--- src/rtl/gpint_pkg.sv ---
package gpint_pkg;
  localparam int OFS_W = 12;
  localparam logic [OFS_W-1:0] OFS_SENSE  = 12'h404;
  localparam logic [OFS_W-1:0] OFS_DUAL   = 12'h408;
  localparam logic [OFS_W-1:0] OFS_POL    = 12'h40C;
  localparam logic [OFS_W-1:0] OFS_ENABLE = 12'h410;
  localparam logic [OFS_W-1:0] OFS_RAW    = 12'h414;
  localparam logic [OFS_W-1:0] OFS_MASKED = 12'h418;
  localparam logic [OFS_W-1:0] OFS_ACK    = 12'h41C;

  localparam int NCFG = 4;
  typedef enum logic [1:0] {
    CFG_SENSE  = 2'd0,
    CFG_DUAL   = 2'd1,
    CFG_POL    = 2'd2,
    CFG_ENABLE = 2'd3
  } cfg_idx_e;
endpackage

--- src/rtl/gpint_cfg.sv ---
module gpint_cfg
  import gpint_pkg::*;
#(
  parameter int NPIN   = 8,
  parameter int ADDR_W = 12
) (
  input  logic              clk,
  input  logic              rst,
  input  logic              wr_i,
  input  logic [ADDR_W-1:0] addr_i,
  input  logic [NPIN-1:0]   wdata_i,
  output logic [NPIN-1:0]   sense_o,
  output logic [NPIN-1:0]   dual_o,
  output logic [NPIN-1:0]   pol_o,
  output logic [NPIN-1:0]   enable_o,
  output logic [NPIN-1:0]   ack_o
);
  localparam logic [ADDR_W-1:0] CFG_OFS [NCFG] = '{
    ADDR_W'(OFS_SENSE), ADDR_W'(OFS_DUAL), ADDR_W'(OFS_POL), ADDR_W'(OFS_ENABLE)
  };

  logic [NPIN-1:0] cfg_q [NCFG];

  for (genvar g = 0; g < NCFG; g++) begin : g_reg
    always_ff @(posedge clk) begin
      if (rst)
        cfg_q[g] <= '0;
      else if (wr_i && addr_i == CFG_OFS[g])
        cfg_q[g] <= wdata_i;
    end
  end

  assign sense_o  = cfg_q[CFG_SENSE];
  assign dual_o   = cfg_q[CFG_DUAL];
  assign pol_o    = cfg_q[CFG_POL];
  assign enable_o = cfg_q[CFG_ENABLE];

  // acknowledge is a strobe, not stored
  assign ack_o = (wr_i && addr_i == ADDR_W'(OFS_ACK)) ? wdata_i : '0;
endmodule

--- src/rtl/gpint_detect.sv ---
module gpint_detect #(
  parameter int NPIN = 8
) (
  input  logic            clk,
  input  logic            rst,
  input  logic [NPIN-1:0] pin_i,
  input  logic [NPIN-1:0] sense_i,
  input  logic [NPIN-1:0] dual_i,
  input  logic [NPIN-1:0] pol_i,
  input  logic [NPIN-1:0] ack_i,
  output logic [NPIN-1:0] raw_o
);
  logic [NPIN-1:0] prev_q;
  logic [NPIN-1:0] raw_q;
  logic [NPIN-1:0] hit;

  // prev tracks the pin during reset so a pin already high is no edge
  always_ff @(posedge clk) prev_q <= pin_i;

  for (genvar k = 0; k < NPIN; k++) begin : g_pin
    logic rise, fall;
    assign rise   = pin_i[k] & ~prev_q[k];
    assign fall   = ~pin_i[k] & prev_q[k];
    assign hit[k] = dual_i[k] ? (rise | fall) : (pol_i[k] ? rise : fall);

    always_ff @(posedge clk) begin
      if (rst)
        raw_q[k] <= 1'b0;
      else if (sense_i[k])
        raw_q[k] <= ~(pin_i[k] ^ pol_i[k]);
      else
        raw_q[k] <= hit[k] | (raw_q[k] & ~ack_i[k]);
    end

    AST_LEVEL_TRACK: assert property (@(posedge clk) disable iff (rst)
      sense_i[k] |=> raw_q[k] == $past(pin_i[k] == pol_i[k]));
    AST_EDGE_WINS: assert property (@(posedge clk) disable iff (rst)
      (!sense_i[k] && hit[k]) |=> raw_q[k]);
    AST_STICKY_HOLD: assert property (@(posedge clk) disable iff (rst)
      (!sense_i[k] && !hit[k] && !ack_i[k]) |=> raw_q[k] == $past(raw_q[k]));
  end

  assign raw_o = raw_q;
endmodule

--- src/rtl/gpint_rdmux.sv ---
module gpint_rdmux
  import gpint_pkg::*;
#(
  parameter int NPIN   = 8,
  parameter int ADDR_W = 12
) (
  input  logic              clk,
  input  logic              rst,
  input  logic              rd_i,
  input  logic [ADDR_W-1:0] addr_i,
  input  logic [NPIN-1:0]   sense_i,
  input  logic [NPIN-1:0]   dual_i,
  input  logic [NPIN-1:0]   pol_i,
  input  logic [NPIN-1:0]   enable_i,
  input  logic [NPIN-1:0]   raw_i,
  output logic [NPIN-1:0]   rdata_o
);
  logic [NPIN-1:0] sel_d;
  logic [NPIN-1:0] rdata_q;

  always_comb begin
    if      (addr_i == ADDR_W'(OFS_SENSE))  sel_d = sense_i;
    else if (addr_i == ADDR_W'(OFS_DUAL))   sel_d = dual_i;
    else if (addr_i == ADDR_W'(OFS_POL))    sel_d = pol_i;
    else if (addr_i == ADDR_W'(OFS_ENABLE)) sel_d = enable_i;
    else if (addr_i == ADDR_W'(OFS_RAW))    sel_d = raw_i;
    else if (addr_i == ADDR_W'(OFS_MASKED)) sel_d = raw_i & enable_i;
    else                                    sel_d = '0;
  end

  always_ff @(posedge clk) begin
    if (rst)       rdata_q <= '0;
    else if (rd_i) rdata_q <= sel_d;
  end

  AST_RDATA_HOLD: assert property (@(posedge clk) disable iff (rst)
    !rd_i |=> $stable(rdata_q));

  assign rdata_o = rdata_q;
endmodule

--- src/rtl/gpint_unit.sv ---
module gpint_unit #(
  parameter int NPIN   = 8,
  parameter int ADDR_W = 12
) (
  input  logic              clk,
  input  logic              rst,
  input  logic [NPIN-1:0]   pin_i,
  input  logic              bus_wr,
  input  logic              bus_rd,
  input  logic [ADDR_W-1:0] bus_addr,
  input  logic [NPIN-1:0]   bus_wdata,
  output logic [NPIN-1:0]   bus_rdata,
  output logic              irq_o
);
  logic [NPIN-1:0] sense, dual, pol, enable, ack, raw;
  logic            irq_q;

  gpint_cfg #(.NPIN(NPIN), .ADDR_W(ADDR_W)) u_cfg (
    .clk(clk), .rst(rst), .wr_i(bus_wr), .addr_i(bus_addr), .wdata_i(bus_wdata),
    .sense_o(sense), .dual_o(dual), .pol_o(pol), .enable_o(enable), .ack_o(ack)
  );

  gpint_detect #(.NPIN(NPIN)) u_detect (
    .clk(clk), .rst(rst), .pin_i(pin_i), .sense_i(sense), .dual_i(dual),
    .pol_i(pol), .ack_i(ack), .raw_o(raw)
  );

  gpint_rdmux #(.NPIN(NPIN), .ADDR_W(ADDR_W)) u_rdmux (
    .clk(clk), .rst(rst), .rd_i(bus_rd), .addr_i(bus_addr), .sense_i(sense),
    .dual_i(dual), .pol_i(pol), .enable_i(enable), .raw_i(raw), .rdata_o(bus_rdata)
  );

  always_ff @(posedge clk) begin
    if (rst) irq_q <= 1'b0;
    else     irq_q <= |(raw & enable);
  end

  AST_IRQ_FOLLOWS: assert property (@(posedge clk) disable iff (rst)
    !rst |=> irq_q == $past(|(raw & enable)));

  assign irq_o = irq_q;
endmodule

--- config.mk ---
export PLATFORM = sky130hd
export DESIGN_NAME = gpint_unit
export DESIGN_NICKNAME = d
export VERILOG_FILES = /design/src/rtl/gpint_pkg.sv /design/src/rtl/gpint_cfg.sv /design/src/rtl/gpint_detect.sv /design/src/rtl/gpint_rdmux.sv /design/src/rtl/gpint_unit.sv
export SDC_FILE = /design/constraint.sdc
export NUM_CORES = 1
export LEC_CHECK = 0
export BUFFER_PORTS_ARGS = -buffer_cell sky130_fd_sc_hd__buf_2
export CORE_ASPECT_RATIO = 0.6
export CORE_MARGIN = 2
export CORE_UTILIZATION = 52
export DETAILED_ROUTE_END_ITERATION = 16
export PLACE_DENSITY_LB_ADDON = 0.08
export SYNTH_ARGS = -nofsm -noshare
export SYNTH_HDL_FRONTEND = slang
export SYNTH_HIERARCHICAL = 1
export SYNTH_SLANG_ARGS = --single-unit
--- constraint.sdc ---
create_clock -name clk -period 1.25 [get_ports clk]
set_input_delay 0.0625 -clock clk [delete_from_list [all_inputs] [get_ports clk]]
set_output_delay 0.0625 -clock clk [all_outputs]
set_load 0.01 [all_outputs]
# Yosys cells after proc, flatten, opt, wreduce, memory -nomap -nowiden
# Memories as Yosys holds them, arrays and structs flattened.
# Index checks and enable logic that the tools add are counted.
# op_classes
muxes	49
n_reduce_logical	6
bitwise	85
n_eq_ne	7
# op_table
cell	count
2-to-1 mux 8 bit	11
== test 12 x 11 -> 1 bit, second input constant	7
2-to-1 mux 1 bit	38
NOT 1 bit	32
AND 1 bit	24
bitwise OR 1 bit	20
AND 8 bit	1
OR reduction 8 bit	1
XOR 1 bit	8
logical AND 1 bit	5
# totals
ff_bits	25
mem_bits_rw	32
input_bits	32
out_inout_bits	9
memories	1
# memory_table
memory	words	width	rd	rd_clocked_by_memory_dff	wr	line	rtl
u_cfg.cfg_q	4	8	4	0	4	gpint_cfg.sv:22	logic [NPIN-1:0] cfg_q [NCFG];

# Longest topological paths before layout
# depth
word_depth	7
depth_mapped	6

# By module
# Netlist, hierarchy kept.
# modules_own_cells
module	cells_each	seq_area_each_um2	area_per_inst_um2	instances
gpint_cfg	98	960.9	1415.1	1
gpint_detect	113	320.3	984.7	1
gpint_rdmux	118	160.2	823.3	1
gpint_unit	6	20.0	58.8	1

# Worst setup path before layout
# Ideal clock, no wire load.
# synth_timing
path_type	input-to-reg
startpoint	input port bus_addr[1]
endpoint	memory u_cfg.cfg_q[0][0] (enable)
path_stages	3
arrival_ns	0.989
path_buffers	0
slack_ns	-0.073
cell_sequence	nor4b_4 > nand4_2 > nand2b_1
# synth_lines
element	line	rtl
start: declaration	gpint_unit.sv:10	input logic [ADDR_W-1:0] bus_addr,
end: declaration	gpint_cfg.sv:22	

# Final worst setup path
# layout_timing
startpoint	input port pin_i[5]
endpoint	register u_detect.raw_q[5], in the netlist u_detect/raw_o[5]
# layout_between
elab_chain_len	6
elab_cells_between_ends	10
cone_classes	3 x mux; 7 x bitwise
# layout_rtl
element	line	rtl
start: declaration	gpint_unit.sv:7	input logic [NPIN-1:0] pin_i,
NOT 1 bit	gpint_detect.sv:23	assign fall = ~pin_i[k] & prev_q[k];
AND 1 bit	gpint_detect.sv:23	
2-to-1 mux 1 bit or bitwise OR 1 bit (tied branches)	gpint_detect.sv:24	assign hit[k] = dual_i[k] ? (rise | fall) : (pol_i[k] ? rise : fall);
2-to-1 mux 1 bit	gpint_detect.sv:24	
bitwise OR 1 bit	gpint_detect.sv:32	raw_q[k] <= hit[k] | (raw_q[k] & ~ack_i[k]);
2-to-1 mux 1 bit *	gpint_detect.sv:29	else if (sense_i[k])
end signal: indexed assignment	gpint_detect.sv:30	raw_q[k] <= ~(pin_i[k] ^ pol_i[k]);
end signal: indexed assignment	gpint_detect.sv:32	
end: declaration	gpint_detect.sv:14	logic [NPIN-1:0] raw_q;
# Every way passes the cells marked *; elsewhere a longest branch is shown, timed or not.
# A chain may end at the register's enable or synchronous reset.

==> out/qor.txt <==
CORE AREA: 0.00611 mm²
Max_slew headroom: 0.739
Register area: 0.00146 mm²
Fraction of layout cells with a size suffix above 1: 0.249
DRT iter0 DRCs: 250
WL per Instance: 18.0 µm
Skew final: 0.00860 ns
Die Area: 0.00698 mm²
Final net count: 468
Top cells by area, synth: edfxtp_1 (29%), dfxtp_1 (15%), ha_1 (6.1%)
Number of flops mapped to enable cells by yosys: 32
Final slew viol count: 0
Clk slew on worst S/H paths: 0.07 ns
Status: finished, final reports clean
CP Launch Type: primary input
Max Root-Sink Buffers: 2
CTS tree: done
Synthesis-to-finish area growth: 28.1%
Post-synth top area cell: edfxtp_1
Share of the synthesized area in the top cell type: 0.293
FF-to-FF End: u_detect/raw_o[5]
Final hold viol count: 0
CTS sink count: 57
Multi-input gate area: 0.00165 mm²
Synth Flop Type: edfxtp_1
Ys async rst share: 0
Yosys warns: 6
Worst Path Arrival: 1.43 ns
Crit-path max FO: 4
CTS root buffer: clkbuf_8
Syn_nets: 383
CP required: 1.47 ns
Total wire length: 9.17 mm
DIE WIDTH: 107 µm
First-pass GRT wire length: 14.5 mm
Leak pwr: 1.86 nW
Via Count: 2902
Initial antenna violation count: 0
Syn Area/Cell: 9.80 µm²
Detailed Place HPWL: 6.40 mm
GRT overflow: 0
Max Cap Viol: 0
First drt pass iteration count: 5
Sequential fraction of the synthesis area: 0.445
Post-synth cell types: 36
Max Clk Rate: 0.830 GHz
Power density over cell area: 1160 mW/mm²
Detail Route Antenna Nets: 0
Clock latency on the worst-skew pair: 0.33 ns
Number of diodes: 0
Routability cong.: 0.857
Worst r2r src: u_detect/prev_q[5]
Count leader, synth: nor2_1
Worst hold endpoint: u_detect/prev_q[3]
Drc violations: 0
Fin crit period: 1.20 ns
Placement Rows: 22
Synth Register Bits: 57
Post-synth top cells: nor2_1 (43), inv_1 (33), edfxtp_1 (32)
Max rail drop VDD: 0.000561 V
Starting density of the core: 0.537
Largest net degree at the start of global routing: 26
Number of global-route vias before repair: 2774
H-tree depth: 3
Hold Path Cell Cnt: 2
Cts bufs inserted: 9
I/O pins: 41
Hold crit path type: primary input to register
Final core utilization: 0.688
Placed Instances: 484
Fillers: 516
Vias per inst: 5.70
Slew @ Worst Pin: 0.389 ns
Chip Height: 65.5 µm
FF-to-FF setup slack: 0.11 ns
Hold Crit Start: pin_i[3]
Setup CP Type: primary input to register
Mapped cell area: 0.00328 mm²
Worst R2R Path Depth: 5
Worst setup EP type: register
Post-route insts no fill: 509
Crit share post-route: 0.964
Final setup viols: 0
GRT Util Overall: 0.284
PortBufs: 40
Syn Inst Count: 335
==> worst max-delay path, cell delays in order <==
cell and delay [ns]:
dlygate4sd3_1 0.55, buf_4 0.15, ha_1 0.20, mux2i_1 0.14
nor2_1 0.06, o31a_1 0.26
==> per-layer routing <==
metal  GRT usage  routed length (µm)
met5           0                   0
met4      0.0795                 108
met3      0.0774                 803
met2       0.435                3930
met1       0.396                4330
==> sequential cells by signal, summed over array words and instances (netlist names) <==
register	count
u_detect/prev_q	8
u_cfg/cfg_q	32
u_detect/raw_o	8
irq_o	1
u_rdmux/rdata_o	8
==> power by group <==
| part | internal, mW | total [mW] | switching [mW] |
|---|---|---|---|
| Combinational | 0.298 | 0.624 | 0.326 |
| Sequential | 2.07 | 2.16 | 0.0874 |
| Clock | 1.38 | 2.11 | 0.734 |
| Total | 3.75 | 4.90 | 1.15 |
==> repair_timing <==
action                     CTS  global route
hold buffers                 8             0
resized for setup            0            11
setup buffers                0             1
setup endpoints to repair    0             9
hold endpoints to repair     8             0
==> area by class of cell <==
class | instances | area share
well taps | 84 | 0.0250
clock inverters | 5 | 0.0244
multi-input cells | 231 | 0.393
inverters | 33 | 0.0295
repair buffers | 88 | 0.147
flip-flops and latches | 57 | 0.348
clock buffers | 11 | 0.0336
==> stage by stage <==
step	setup WS (ns)	area (µm²)	power, mW	TNS, ns	hold slack [ns]
3_3_place_gp	-0.211	3840	2.76	-10.38	0.216
4_1_cts	0.0341	4160	4.91	0	0.0643
3_5_place_dp	-0.302	3840	2.78	-12.83	0.223
6_report	0.0454	4210	4.90	0	0.0429
2_1_floorplan	-0.0489	3290	2.50	-0.907	0.0902
5_1_grt	-0.0107	4210	5.07	-0.0107	0.0353
==> cells in the final DEF, fill, tap and decap left out, drive strengths merged <==
master and count:
nor2 43, nor4b 3, bufinv 3, a211oi 8, xor2 8, nor3 1, o311ai 8, and2 9
dlygate4sd3 7, inv 33, clkinv 2, mux2i 16, dlymetal6s4s 1, or2 1, a21oi 24, a31o 1
o31a 8, o22ai 8, nand2 24, nor2b 3, dfxtp 25, and4bb 1, nor4 2, buf 80
nand2b 12, a32o 8, ha 16, and4 10, nand3 1, a41oi 1, clkbuf 11, edfxtp 32
nand4 3, a22oi 4, nand3b 8
==> worst max path at each step <==
| stage | depth (start not counted) | slack, ns | start | endpoint |
|---|---|---|---|---|
| 3_3_place_gp | 6 | -0.21 | bus_addr[5] | u_detect/raw_o[0] |
| 5_1_grt | 7 | -0.01 | pin_i[4] | u_detect/raw_o[4] |
| 4_1_cts | 6 | 0.03 | bus_addr[5] | u_detect/raw_o[7] |
| 2_1_floorplan | 3 | -0.05 | bus_addr[11] | u_cfg/cfg_q[1][0] |
| 6_report | 6 | 0.05 | pin_i[5] | u_detect/raw_o[5] |
| 3_5_place_dp | 6 | -0.30 | bus_addr[5] | u_detect/raw_o[0] |
==> logic make-up (layout without fill, tap and decap cells) <==
logic type / Yosys count / count (layout) / synth area share
compound gates: 70 / 70 / 0.152
xor+xnor: 8 / 8 / 0.0214
fa+ha+maj: 16 / 16 / 0.0610
buf+inv: 47 / 137 / 0.0583
flops: 57 / 57 / 0.445
mux: 16 / 16 / 0.0488
simple gates: 121 / 121 / 0.213
(Power assumes the default switching activity.)
